===== src/rtl/irq_arb_pkg.sv =====
package irq_arb_pkg;

    // class slots used for the two independent competitions
    localparam int NUM_CLS  = 2;
    localparam int CLS_NORM = 0;
    localparam int CLS_FAST = 1;

    // lines per bank; line number = bank * BANK_LINES + bit
    localparam int BANK_LINES = 32;

    typedef enum logic {
        ST_IDLE = 1'b0,
        ST_SCAN = 1'b1
    } scan_state_e;

endpackage


===== src/rtl/irq_arb_elig.sv =====
module irq_arb_elig #(
    parameter int N = 32
) (
    input  logic [N-1:0] pending,
    input  logic [N-1:0] mask,
    input  logic [N-1:0] cls,
    output logic [N-1:0] elig_norm,
    output logic [N-1:0] elig_fast
);

    logic [N-1:0] live;

    always_comb begin
        live      = pending & ~mask;
        elig_norm = live & ~cls;
        elig_fast = live & cls;
    end

endmodule


===== src/rtl/irq_arb_chunk_pick.sv =====
module irq_arb_chunk_pick #(
    parameter int LANES  = 8,
    parameter int PRIO_W = 6,
    localparam int LANE_W = (LANES > 1) ? $clog2(LANES) : 1
) (
    input  logic [LANES-1:0]        elig,
    input  logic [LANES*PRIO_W-1:0] prio,
    output logic                    hit,
    output logic [PRIO_W-1:0]       best_prio,
    output logic [LANE_W-1:0]       best_lane
);

    // ascending walk with "<=" keeps the highest lane on a tie
    always_comb begin
        hit       = 1'b0;
        best_prio = '0;
        best_lane = '0;
        for (int i = 0; i < LANES; i++) begin
            if (elig[i] && (!hit || prio[i*PRIO_W +: PRIO_W] <= best_prio)) begin
                hit       = 1'b1;
                best_prio = prio[i*PRIO_W +: PRIO_W];
                best_lane = LANE_W'(i);
            end
        end
    end

endmodule


===== src/rtl/irq_prio_arbiter.sv =====
module irq_prio_arbiter
    import irq_arb_pkg::*;
#(
    parameter int NUM_BANKS = 3,
    parameter int PRIO_W    = 6,
    parameter int LANES     = 8
) (
    input  logic                                  clk,
    input  logic                                  rst_n,
    input  logic                                  start_i,
    input  logic [32*NUM_BANKS-1:0]               pending_i,
    input  logic [32*NUM_BANKS-1:0]               mask_i,
    input  logic [32*NUM_BANKS-1:0]               class_i,
    input  logic [32*NUM_BANKS*PRIO_W-1:0]        prio_i,
    output logic [$clog2(32*NUM_BANKS)-1:0]       norm_line_o,
    output logic                                  norm_valid_o,
    output logic [$clog2(32*NUM_BANKS)-1:0]       fast_line_o,
    output logic                                  fast_valid_o,
    output logic                                  done_o
);

    localparam int NUM_LINES = BANK_LINES * NUM_BANKS;
    localparam int IDX_W     = $clog2(NUM_LINES);
    localparam int STEPS     = NUM_LINES / LANES;   // LANES must divide 32
    localparam int STEP_W    = (STEPS > 1) ? $clog2(STEPS) : 1;
    localparam int LANE_W    = (LANES > 1) ? $clog2(LANES) : 1;
    localparam int PBIT_W    = $clog2(NUM_LINES * PRIO_W);

    typedef struct packed {
        scan_state_e                               st;
        logic [STEP_W-1:0]                         step;
        logic [NUM_CLS-1:0][NUM_LINES-1:0]         elig;
        logic [NUM_LINES*PRIO_W-1:0]               prio;
        logic [NUM_CLS-1:0]                        run_hit;
        logic [NUM_CLS-1:0][PRIO_W-1:0]            run_prio;
        logic [NUM_CLS-1:0][IDX_W-1:0]             run_idx;
        logic [NUM_CLS-1:0]                        out_vld;
        logic [NUM_CLS-1:0][IDX_W-1:0]             out_line;
        logic                                      done;
    } arb_state_t;

    arb_state_t state_d, state_q;

    // ---------------- eligibility of the live inputs ----------------
    logic [NUM_LINES-1:0] live_norm, live_fast;

    irq_arb_elig #(.N(NUM_LINES)) u_elig (
        .pending   (pending_i),
        .mask      (mask_i),
        .cls       (class_i),
        .elig_norm (live_norm),
        .elig_fast (live_fast)
    );

    // ---------------- chunk selection from the snapshot ----------------
    logic [IDX_W-1:0]  base_line;
    logic [PBIT_W-1:0] prio_base;

    always_comb begin
        base_line = IDX_W'(int'(state_q.step) * LANES);
        prio_base = PBIT_W'(int'(state_q.step) * LANES * PRIO_W);
    end

    logic [NUM_CLS-1:0]             chunk_hit;
    logic [NUM_CLS-1:0][PRIO_W-1:0] chunk_prio;
    logic [NUM_CLS-1:0][LANE_W-1:0] chunk_lane;
    logic [LANES*PRIO_W-1:0]        chunk_prio_vec;

    assign chunk_prio_vec = state_q.prio[prio_base +: LANES*PRIO_W];

    for (genvar c = 0; c < NUM_CLS; c++) begin : g_cls
        irq_arb_chunk_pick #(.LANES(LANES), .PRIO_W(PRIO_W)) u_pick (
            .elig      (state_q.elig[c][base_line +: LANES]),
            .prio      (chunk_prio_vec),
            .hit       (chunk_hit[c]),
            .best_prio (chunk_prio[c]),
            .best_lane (chunk_lane[c])
        );
    end

    // ---------------- next-state computation ----------------
    always_comb begin
        logic [NUM_CLS-1:0]             nh;
        logic [NUM_CLS-1:0][PRIO_W-1:0] np;
        logic [NUM_CLS-1:0][IDX_W-1:0]  ni;

        state_d      = state_q;
        state_d.done = 1'b0;
        nh = state_q.run_hit;
        np = state_q.run_prio;
        ni = state_q.run_idx;

        case (state_q.st)
            ST_IDLE: begin
                if (start_i) begin
                    state_d.st             = ST_SCAN;
                    state_d.step           = '0;
                    state_d.elig[CLS_NORM] = live_norm;
                    state_d.elig[CLS_FAST] = live_fast;
                    state_d.prio           = prio_i;
                    state_d.run_hit        = '0;
                    state_d.run_prio       = '0;
                    state_d.run_idx        = '0;
                end
            end
            default: begin
                // later chunks hold higher lines, so an equal value replaces
                for (int c = 0; c < NUM_CLS; c++) begin
                    if (chunk_hit[c] &&
                        (!state_q.run_hit[c] || chunk_prio[c] <= state_q.run_prio[c])) begin
                        nh[c] = 1'b1;
                        np[c] = chunk_prio[c];
                        ni[c] = IDX_W'(base_line + IDX_W'(chunk_lane[c]));
                    end
                end
                state_d.run_hit  = nh;
                state_d.run_prio = np;
                state_d.run_idx  = ni;
                if (state_q.step == STEP_W'(STEPS - 1)) begin
                    state_d.st   = ST_IDLE;
                    state_d.done = 1'b1;
                    for (int c = 0; c < NUM_CLS; c++) begin
                        state_d.out_vld[c]  = nh[c];
                        state_d.out_line[c] = nh[c] ? ni[c] : '0;
                    end
                end else begin
                    state_d.step = state_q.step + STEP_W'(1);
                end
            end
        endcase
    end

    always_ff @(posedge clk or negedge rst_n) begin
        if (!rst_n) state_q <= '0;
        else        state_q <= state_d;
    end

    assign norm_line_o  = state_q.out_line[CLS_NORM];
    assign norm_valid_o = state_q.out_vld[CLS_NORM];
    assign fast_line_o  = state_q.out_line[CLS_FAST];
    assign fast_valid_o = state_q.out_vld[CLS_FAST];
    assign done_o       = state_q.done;

    // ---------------- assertions ----------------
    logic [STEP_W:0] chk_since;
    always_ff @(posedge clk or negedge rst_n) begin
        if (!rst_n)                              chk_since <= '0;
        else if (start_i && state_q.st == ST_IDLE) chk_since <= '0;
        else if (state_q.st == ST_SCAN)          chk_since <= chk_since + 1'b1;
    end

    a_r7_done_one_cycle: assert property (@(posedge clk) disable iff (!rst_n)
        done_o |=> !done_o);

    a_r7_done_latency: assert property (@(posedge clk) disable iff (!rst_n)
        done_o |-> chk_since == (STEP_W+1)'(STEPS));

    a_r8_hold_between_done: assert property (@(posedge clk) disable iff (!rst_n)
        !done_o |-> ($stable(norm_line_o) && $stable(norm_valid_o) &&
                     $stable(fast_line_o) && $stable(fast_valid_o)));

    a_r5_empty_norm_zero: assert property (@(posedge clk) disable iff (!rst_n)
        !norm_valid_o |-> norm_line_o == '0);

    a_r5_empty_fast_zero: assert property (@(posedge clk) disable iff (!rst_n)
        !fast_valid_o |-> fast_line_o == '0);

    a_r1_norm_winner_eligible: assert property (@(posedge clk) disable iff (!rst_n)
        (done_o && norm_valid_o) |-> state_q.elig[CLS_NORM][norm_line_o]);

    a_r1_fast_winner_eligible: assert property (@(posedge clk) disable iff (!rst_n)
        (done_o && fast_valid_o) |-> state_q.elig[CLS_FAST][fast_line_o]);

    a_r9_start_ignored_busy: assert property (@(posedge clk) disable iff (!rst_n)
        (state_q.st == ST_SCAN && start_i) |=> (state_q.step != '0 || state_q.st == ST_IDLE));

endmodule


===== config.mk =====
export PLATFORM = sky130hd
export DESIGN_NAME = irq_prio_arbiter
export DESIGN_NICKNAME = d
export VERILOG_FILES = /design/src/rtl/irq_arb_pkg.sv /design/src/rtl/irq_arb_elig.sv /design/src/rtl/irq_arb_chunk_pick.sv /design/src/rtl/irq_prio_arbiter.sv
export SDC_FILE = /design/constraint.sdc
export NUM_CORES = 2
export LEC_CHECK = 0
export BUFFER_PORTS_ARGS = -buffer_cell sky130_fd_sc_hd__buf_2
export CAP_MARGIN = 10
export CELL_PAD_IN_SITES_DETAIL_PLACEMENT = 0
export CELL_PAD_IN_SITES_GLOBAL_PLACEMENT = 2
export CORE_MARGIN = 3
export CORE_UTILIZATION = 36
export DETAILED_ROUTE_END_ITERATION = 6
export PLACE_DENSITY_LB_ADDON = 0.15
export SETUP_SLACK_MARGIN = 0.15
export SYNTH_ARGS = -nofsm -noshare
export SYNTH_HDL_FRONTEND = slang
export SYNTH_SLANG_ARGS = --single-unit

===== constraint.sdc =====
create_clock -name clk -period 41 [get_ports clk]
set_input_delay 6.15 -clock clk [delete_from_list [all_inputs] [get_ports clk]]
set_output_delay 6.15 -clock clk [all_outputs]
set_load 0.02 [all_outputs]

-- Yosys cells after proc, flatten, opt, wreduce, memory -nomap -nowiden
Index checks and enable logic that the tools add are counted.
- add/subtract/negate cells: 3
- shift-type cells: 3
- reduce and logical (&&, ||, !) cells: 54
- bitwise gates (word level): 6
- multipliers: 1
- magnitude comparators: 16
- muxes and demuxes: 63
- equal/unequal tests: 4
- operators by type and width (operator ; number):
    801-bit 2-to-1 mux ; 1
    576-bit by 11-bit variable part select with 48-bit output ; 1
    96-bit AND ; 3
    96-bit inverter ; 2
    96-bit by 8-bit variable part select with 8-bit output ; 2
    6-bit 2-to-1 mux ; 18
    6-bit less-or-equal comparator ; 16
    28-bit 2-to-1 mux ; 1
    7-bit 2-to-1 mux ; 4
    1-bit 2-to-1 mux ; 25
    3-bit 2-to-1 mux ; 8
    1-bit logical AND ; 16
    1-bit logical NOT ; 16
    1-bit logical OR ; 16
    7-bit by 3-bit adder with 7-bit output ; 2
    2-bit AND reduction ; 5
    2-bit 2-to-1 mux ; 4
    4-bit by 2-bit multiplier with 6-bit output, second input constant ; 1
    5-bit 2-to-1 mux ; 1
    4-bit by 1-bit adder with 4-bit output, second input constant ; 1
    4-bit equality test, second input constant ; 1
    4-bit 2-to-1 mux ; 1
    2-bit by 1-bit != test with 1-bit output, second input constant ; 2
    2-bit != test, second input constant ; 1
    other kinds (2) ; 2
- bits in registers: 818
- input port bits: 867

-- Depth between registers and ports, before layout
- depth in word-level cells: 37
- depth in mapped cells: 95
- depth with buffers taken out: 81

-- By module
Synthesis repeated with hierarchy kept, for this count alone.
- cell total of the unflattened synthesis: 3032
- area, all modules: 42557.1 um^2
- modules (own cells, without submodules) (module ; seq. area each (um^2) ; area each (um^2) ; cells an instance ; instances):
    irq_prio_arbiter ; 20469.6 ; 36902.9 ; 2322 ; 1
    irq_arb_chunk_pick at g_cls[0].u_pick ; 0.0 ; 2069.5 ; 257 ; 1
    irq_arb_chunk_pick at g_cls[1].u_pick ; 0.0 ; 1903.1 ; 261 ; 1
    irq_arb_elig ; 0.0 ; 1681.6 ; 192 ; 1

-- Worst setup path after synthesis
Ideal clock, no wire load.
- path type: flip-flop to flip-flop
- start point: register state_q[813] (netlist bit)
- end point: register state_q, in the netlist fast_line_o[2]
- setup time: 121 ps
- cell stages (with the launch flop): 87
- data arrival time: 16199 ps
- slack: 24680 ps
- period minus slack after synthesis: 16320 ps
- path buffers: 13
- data required time: 40879 ps
- cells stage by stage: dfrtp_1 > buf_6 > buf_12 > buf_12 > buf_12 > buf_6 > buf_4 > buf_4 > buf_4 > mux4_2 > nand2_1 > o21ai_0 > ha_1 > a21o_1 > o221a_2 > a311oi_2 > o211a_1 > o21ai_0 > [51 not listed] > o21a_1 > o21ai_0 > nand2b_1 > a21oi_1 > o31ai_1 > inv_1 > o31a_1 > ha_1 > nor2b_1 > o21a_1 > o21a_1 > o21ai_0 > nand2b_1 > a21oi_1 > o21a_1 > buf_2 > mux2_1 > a22o_1
- word-level cells in the longest chain between the ends: 37
- ends and longest elaborated chain (item ; RTL line ; text):
    start: declaration ; irq_prio_arbiter.sv:42 ; arb_state_t state_d, state_q;
    start signal: assignment ; irq_prio_arbiter.sv:135 ; else state_q <= state_d;
    4-bit by 2-bit multiplier with 6-bit output ; irq_prio_arbiter.sv:61 ; prio_base = PBIT_W'(int'(state_q.step) * LANES * PRIO_W);
    576-bit by 11-bit variable part select with 48-bit output ; irq_prio_arbiter.sv:69 ; assign chunk_prio_vec = state_q.prio[prio_base +: LANES*PRIO_W];
    6-bit 2-to-1 mux ; irq_arb_chunk_pick.sv:19 ; if (elig[i] && (!hit || prio[i*PRIO_W +: PRIO_W] <= best_prio)) begin
    6-bit less-or-equal comparator ; irq_arb_chunk_pick.sv:19 ;
    1-bit logical OR ; irq_arb_chunk_pick.sv:19 ;
    1-bit logical AND ; irq_arb_chunk_pick.sv:19 ;
    6-bit 2-to-1 mux or 1-bit 2-to-1 mux (tied branches) ; irq_arb_chunk_pick.sv:19 ;
    6-bit less-or-equal comparator or 1-bit logical NOT (tied branches) ; irq_arb_chunk_pick.sv:19 ;
    [21 not listed] ; -- ;
    1-bit logical AND ; irq_arb_chunk_pick.sv:19 ;
    6-bit 2-to-1 mux ; irq_arb_chunk_pick.sv:19 ;
    6-bit less-or-equal comparator ; irq_prio_arbiter.sv:110 ; (!state_q.run_hit[c] || chunk_prio[c] <= state_q.run_prio[c])) begin
    1-bit logical OR ; irq_prio_arbiter.sv:110 ;
    1-bit logical AND ; irq_prio_arbiter.sv:109 ; if (chunk_hit[c] &&
    1-bit 2-to-1 mux ; irq_prio_arbiter.sv:109 ;
    1-bit 2-to-1 mux ; irq_prio_arbiter.sv:93 ; case (state_q.st)
    7-bit 2-to-1 mux ; irq_prio_arbiter.sv:124 ; state_d.out_line[c] = nh[c] ? ni[c] : '0;
Parallel ways exist; a longest one is shown, timed or not. The select of a mux whose other input is x is not followed.
A chain may end at the register's enable or synchronous reset.

-- Worst setup path after layout
- start point: register state_q[813] (netlist bit)
- end point: register state_q[37] (netlist bit)
- word-level cells in the longest chain between the ends: 36
- ends and longest elaborated chain (item ; RTL line):
    4-bit by 2-bit multiplier with 6-bit output ; irq_prio_arbiter.sv:61
    576-bit by 11-bit variable part select with 48-bit output ; irq_prio_arbiter.sv:69
    6-bit 2-to-1 mux ; irq_arb_chunk_pick.sv:19
    6-bit less-or-equal comparator ; irq_arb_chunk_pick.sv:19
    1-bit logical OR ; irq_arb_chunk_pick.sv:19
    1-bit logical AND ; irq_arb_chunk_pick.sv:19
    6-bit 2-to-1 mux or 1-bit 2-to-1 mux (tied branches) ; irq_arb_chunk_pick.sv:19
    6-bit less-or-equal comparator or 1-bit logical NOT (tied branches) ; irq_arb_chunk_pick.sv:19
    [20 not listed] ; --
    1-bit logical OR ; irq_arb_chunk_pick.sv:19
    1-bit logical AND ; irq_arb_chunk_pick.sv:19
    6-bit 2-to-1 mux ; irq_arb_chunk_pick.sv:19
    6-bit less-or-equal comparator ; irq_prio_arbiter.sv:110
    1-bit logical OR ; irq_prio_arbiter.sv:110
    1-bit logical AND ; irq_prio_arbiter.sv:109
    2-bit by 1-bit != test with 1-bit output (no source line) ; --
    2-bit AND reduction (no source line) ; --
Parallel ways exist; a longest one is shown, timed or not. The select of a mux whose other input is x is not followed.

==> summary.md <==
| Metric | Value |
|---|---|
| Via-per-instance ratio | `between 5 and 6` |
| IO buf count | `883` |
| Number of synthesized register bits | `between 800 and 900` |
| Most frequent cells after synthesis | `sky130_fd_sc_hd__nand2_1 (2068), sky130_fd_sc_hd__dfrtp_1 (818), sky130_fd_sc_hd__o21ai_0 (281), sky130_fd_sc_hd__clkbuf_1 (189), sky130_fd_sc_hd__mux4_2 (170)` |
| Setup repair bufs after CTS | `0` |
| Setup repair after global routing missed its margin | `false` |
| Hold-fix buffers at CTS | `0` |
| Die area | `approximately 0.12 mm2` |
| Final period utilization | `between 40% and 50%` |
| Share of the yosys chip area belonging to registers | `roughly 49%` |
| Total GRT Usage | `27.6%` |
| Initial standard-cell utilization of the core | `between 30% and 40%` |
| Number of buffers and inverters on the critical path | `11` |
| Clock Pin Slew Worst Setup and Hold Paths | `around 0.06 ns` |
| Pins over their slew limit | `0` |
| RD Place Congestion | `0.916` |
| Antenna violations before repair | `135` |
| Largest delay contributor family on the critical path | `compound AO/OA/AOI/OAI gates` |
| TritonCTS sink count | `about 800` |
| Accumulated negative setup slack | `0 ns` |
| Largest cells by area after synthesis | `sky130_fd_sc_hd__dfrtp_1 (49%), sky130_fd_sc_hd__nand2_1 (18%), sky130_fd_sc_hd__mux4_2 (9.1%)` |
| Max Cap Viol | `0` |
| Skew-Pair Late Insertion Delay | `roughly 0.71 ns` |
| Library cells used by synthesis | `92` |
| Routed wire length | `between 150000 and 200000 um` |
| Max IR drop VDD | `just over 80 uV` |
| DRC marker count from the first detailed-route iteration | `around 2700` |
| H-Tree Depth | `3` |
| Die outline height | `about 350 um` |
| Top cell type's share of synthesized area | `approximately half` |
| Max incr delay on CP | `between 0.8 and 0.9 ns` |
| First-pass GRT wire length | `between 200000 and 250000 um` |
| Violated checks | `design-rule violations` |
| Period minus WS final | `roughly 19 ns` |
| Combined area of all synthesized cells | `~0.042 mm2` |
| Number of nets still failing antenna checks after routing | `0` |
| Via count | `roughly 36000` |
| Most numerous cell in the Yosys netlist | `sky130_fd_sc_hd__nand2_1` |
| Pleak | `around 26 nW` |
| Syn. warnings | `0` |
| Detailed Routing Iterations Pass 1 | `7` |
| Class of the tightest hold or removal check | `register to register` |
| Slew of the pin with the lowest slew margin | `roughly 1.3 ns` |
| Max-slew headroom | `around 9.8%` |
| Synthesized instance count | `between 4000 and 5000` |
| Avg WL per Cell | `approximately 24 um` |
| Syn Nets | `~5500` |
| Kind of critical path | `register to register` |
| Layout overhead on the synthesized area | `21.6%` |
| Maximum number of pins on one net before global-route repair | `187` |
| Nets | `6322` |
| Via count of the first global-routing pass | `approximately 37000` |
| Clock tree from TritonCTS | `done` |
| Area of the core | `roughly 0.12 mm2` |
| CP dominant cell by count | `sky130_fd_sc_hd__o21a_1` |
| Floorplan row count | `124` |
| Syn_area_per_cell | `9.19 um2` |
| Final Hold Violating Endpoints | `0` |
| Clock root buffer | `sky130_fd_sc_hd__clkbuf_16` |
| Die X-Extent | `348 um` |
| Worst clock skew | `between 0.04 and 0.05 ns` |
| CP arrival | `about 20 ns` |
| Cell Count, Final, Fillers Out | `about 7000` |
| Number of cells after detailed placement | `6776` |
| Maximum buffer depth of the clock tree | `3` |
| Count of endpoints failing setup in the final report | `0` |
| Required time worst endpoint | `around 42 ns` |
| Worst Setup Start Kind | `register` |
| Max Fclk | `roughly 0.05 GHz` |
| Cell area power density | `roughly 100 mW/mm2` |
| Endpoint class of the critical path | `register` |
| Layout cells sized above 1 | `between 20% and 30%` |
| EDFF count, synth | `0` |
| IO Count | `884` |
| Library cell contributing the largest single delay on the critical path | `sky130_fd_sc_hd__dfrtp_4` |
| Outcome | `finished with violations` |
| Share of the core filled with cells | `around 44%` |
| Most used flip-flop cell after synthesis | `sky130_fd_sc_hd__dfrtp_1` |
| PostCTS Resize Cnt | `0` |
| CTS Buf Count | `96` |
| Maximum fanout encountered on the critical timing path | `36` |
| Async set-or-reset flop fraction in the synthesized netlist | `between 90% and 100%` |
| Half-perimeter wire length of the detailed placement result | `129000 um` |
| DRC violation count after routing | `11` |
| Total congestion overflow after global routing | `0` |
| Post-synth top area cell | `sky130_fd_sc_hd__dfrtp_1` |
cells by family after synthesis:
group,after synthesis,synth area share [%]
compound gates,537,7.98
fa+ha+maj,93,2.77
xor+xnor,2,0.0417
simple gates,2399,23.2
flops,818,48.7
buf+inv,428,4.51
mux,295,12.8
layout by cell type, fill, tap and decap left out, drive strengths merged, types with 58 or more instances in the layout:
| cell | netlist | layout |
|---|---|---|
| nor2 | 82 | 82 |
| clkbuf | 191 | 143 |
| inv | 163 | 165 |
| mux2i | 87 | 87 |
| dfrtp | 818 | 818 |
| buf | 73 | 957 |
| a21oi | 58 | 58 |
| mux4 | 185 | 185 |
| nand2 | 2070 | 2070 |
| o21ai | 287 | 287 |
| ha | 93 | 93 |
| diode | 0 | 64 |
| nand3b | 97 | 97 |
area by class of cell:
cell class	count	area, um2
fillers	11700	64000
flip-flops and latches	818	20500
multi-input cells	3326	19700
repair buffers	957	5020
clock buffers	143	2890
well taps	1512	1890
inverters	163	614
clock inverters	31	359
diodes	64	160
layer usage:
layer | vias to the layer above | track usage [%] | part of all wire [%]
li1 | 16900 | - | -
met1 | 17700 | 36.4 | 43
met2 | 1046 | 45.2 | 48
met3 | 314 | 7.12 | 6.7
met4 | 58 | 7.85 | 2.8
met5 | - | 0 | 0.22
state kept, by name, summed over array words and instances, names as in the netlist:
register and cells:
done_o 1, fast_line_o 7, fast_valid_o 1, norm_line_o 7
norm_valid_o 1, state_q 801
path summary, 6_finish.rpt:
check                      depth (start not counted)      endpoint          from  slack, ns
setup reg to reg                                  77   state_q[37]  state_q[813]      21.60
hold / removal                                     2  state_q[479]  state_q[479]       0.47
max in group asynchronous                          5  state_q[477]         rst_n      31.69
hold reg to reg                                    2  state_q[479]  state_q[479]       0.47
setup / recovery                                  77   state_q[37]  state_q[813]      21.60
min in group asynchronous                          1  state_q[625]         rst_n       5.51
metrics by stage:
stage	worst slack (ns)	hold slack [ns]	power [W]	area (um2)
after detailed placement	21.78	0.457	0.00430	47700
after global placement	22.00	0.451	0.00429	47700
after global routing	20.02	0.487	0.00560	51000
after CTS	21.74	0.471	0.00521	50900
final	21.60	0.468	0.00518	51100
after floorplan	24.68	0.437	0.00338	42000
worst register-to-register path, delay by kind of cell, from the launching register on:
kind,cells,cell delay (ns)
AND/OR/NAND/NOR,18,3.32
multiplexers,5,2.06
flip-flops,1,0.87
AO/OA/AOI/OAI,35,7.70
adder cells (fa/ha/maj),8,2.32
buffers and inverters,11,3.02
power by group:
| group | internal [W] | leakage (nW) | total [W] | switching (W) |
|---|---|---|---|---|
| clock | 0.000514 | 1.61 | 0.000880 | 0.000366 |
| combinational | 0.00121 | 14.3 | 0.00293 | 0.00173 |
| sequential | 0.00115 | 10.4 | 0.00136 | 0.000209 |
(Power assumes the default switching activity.)
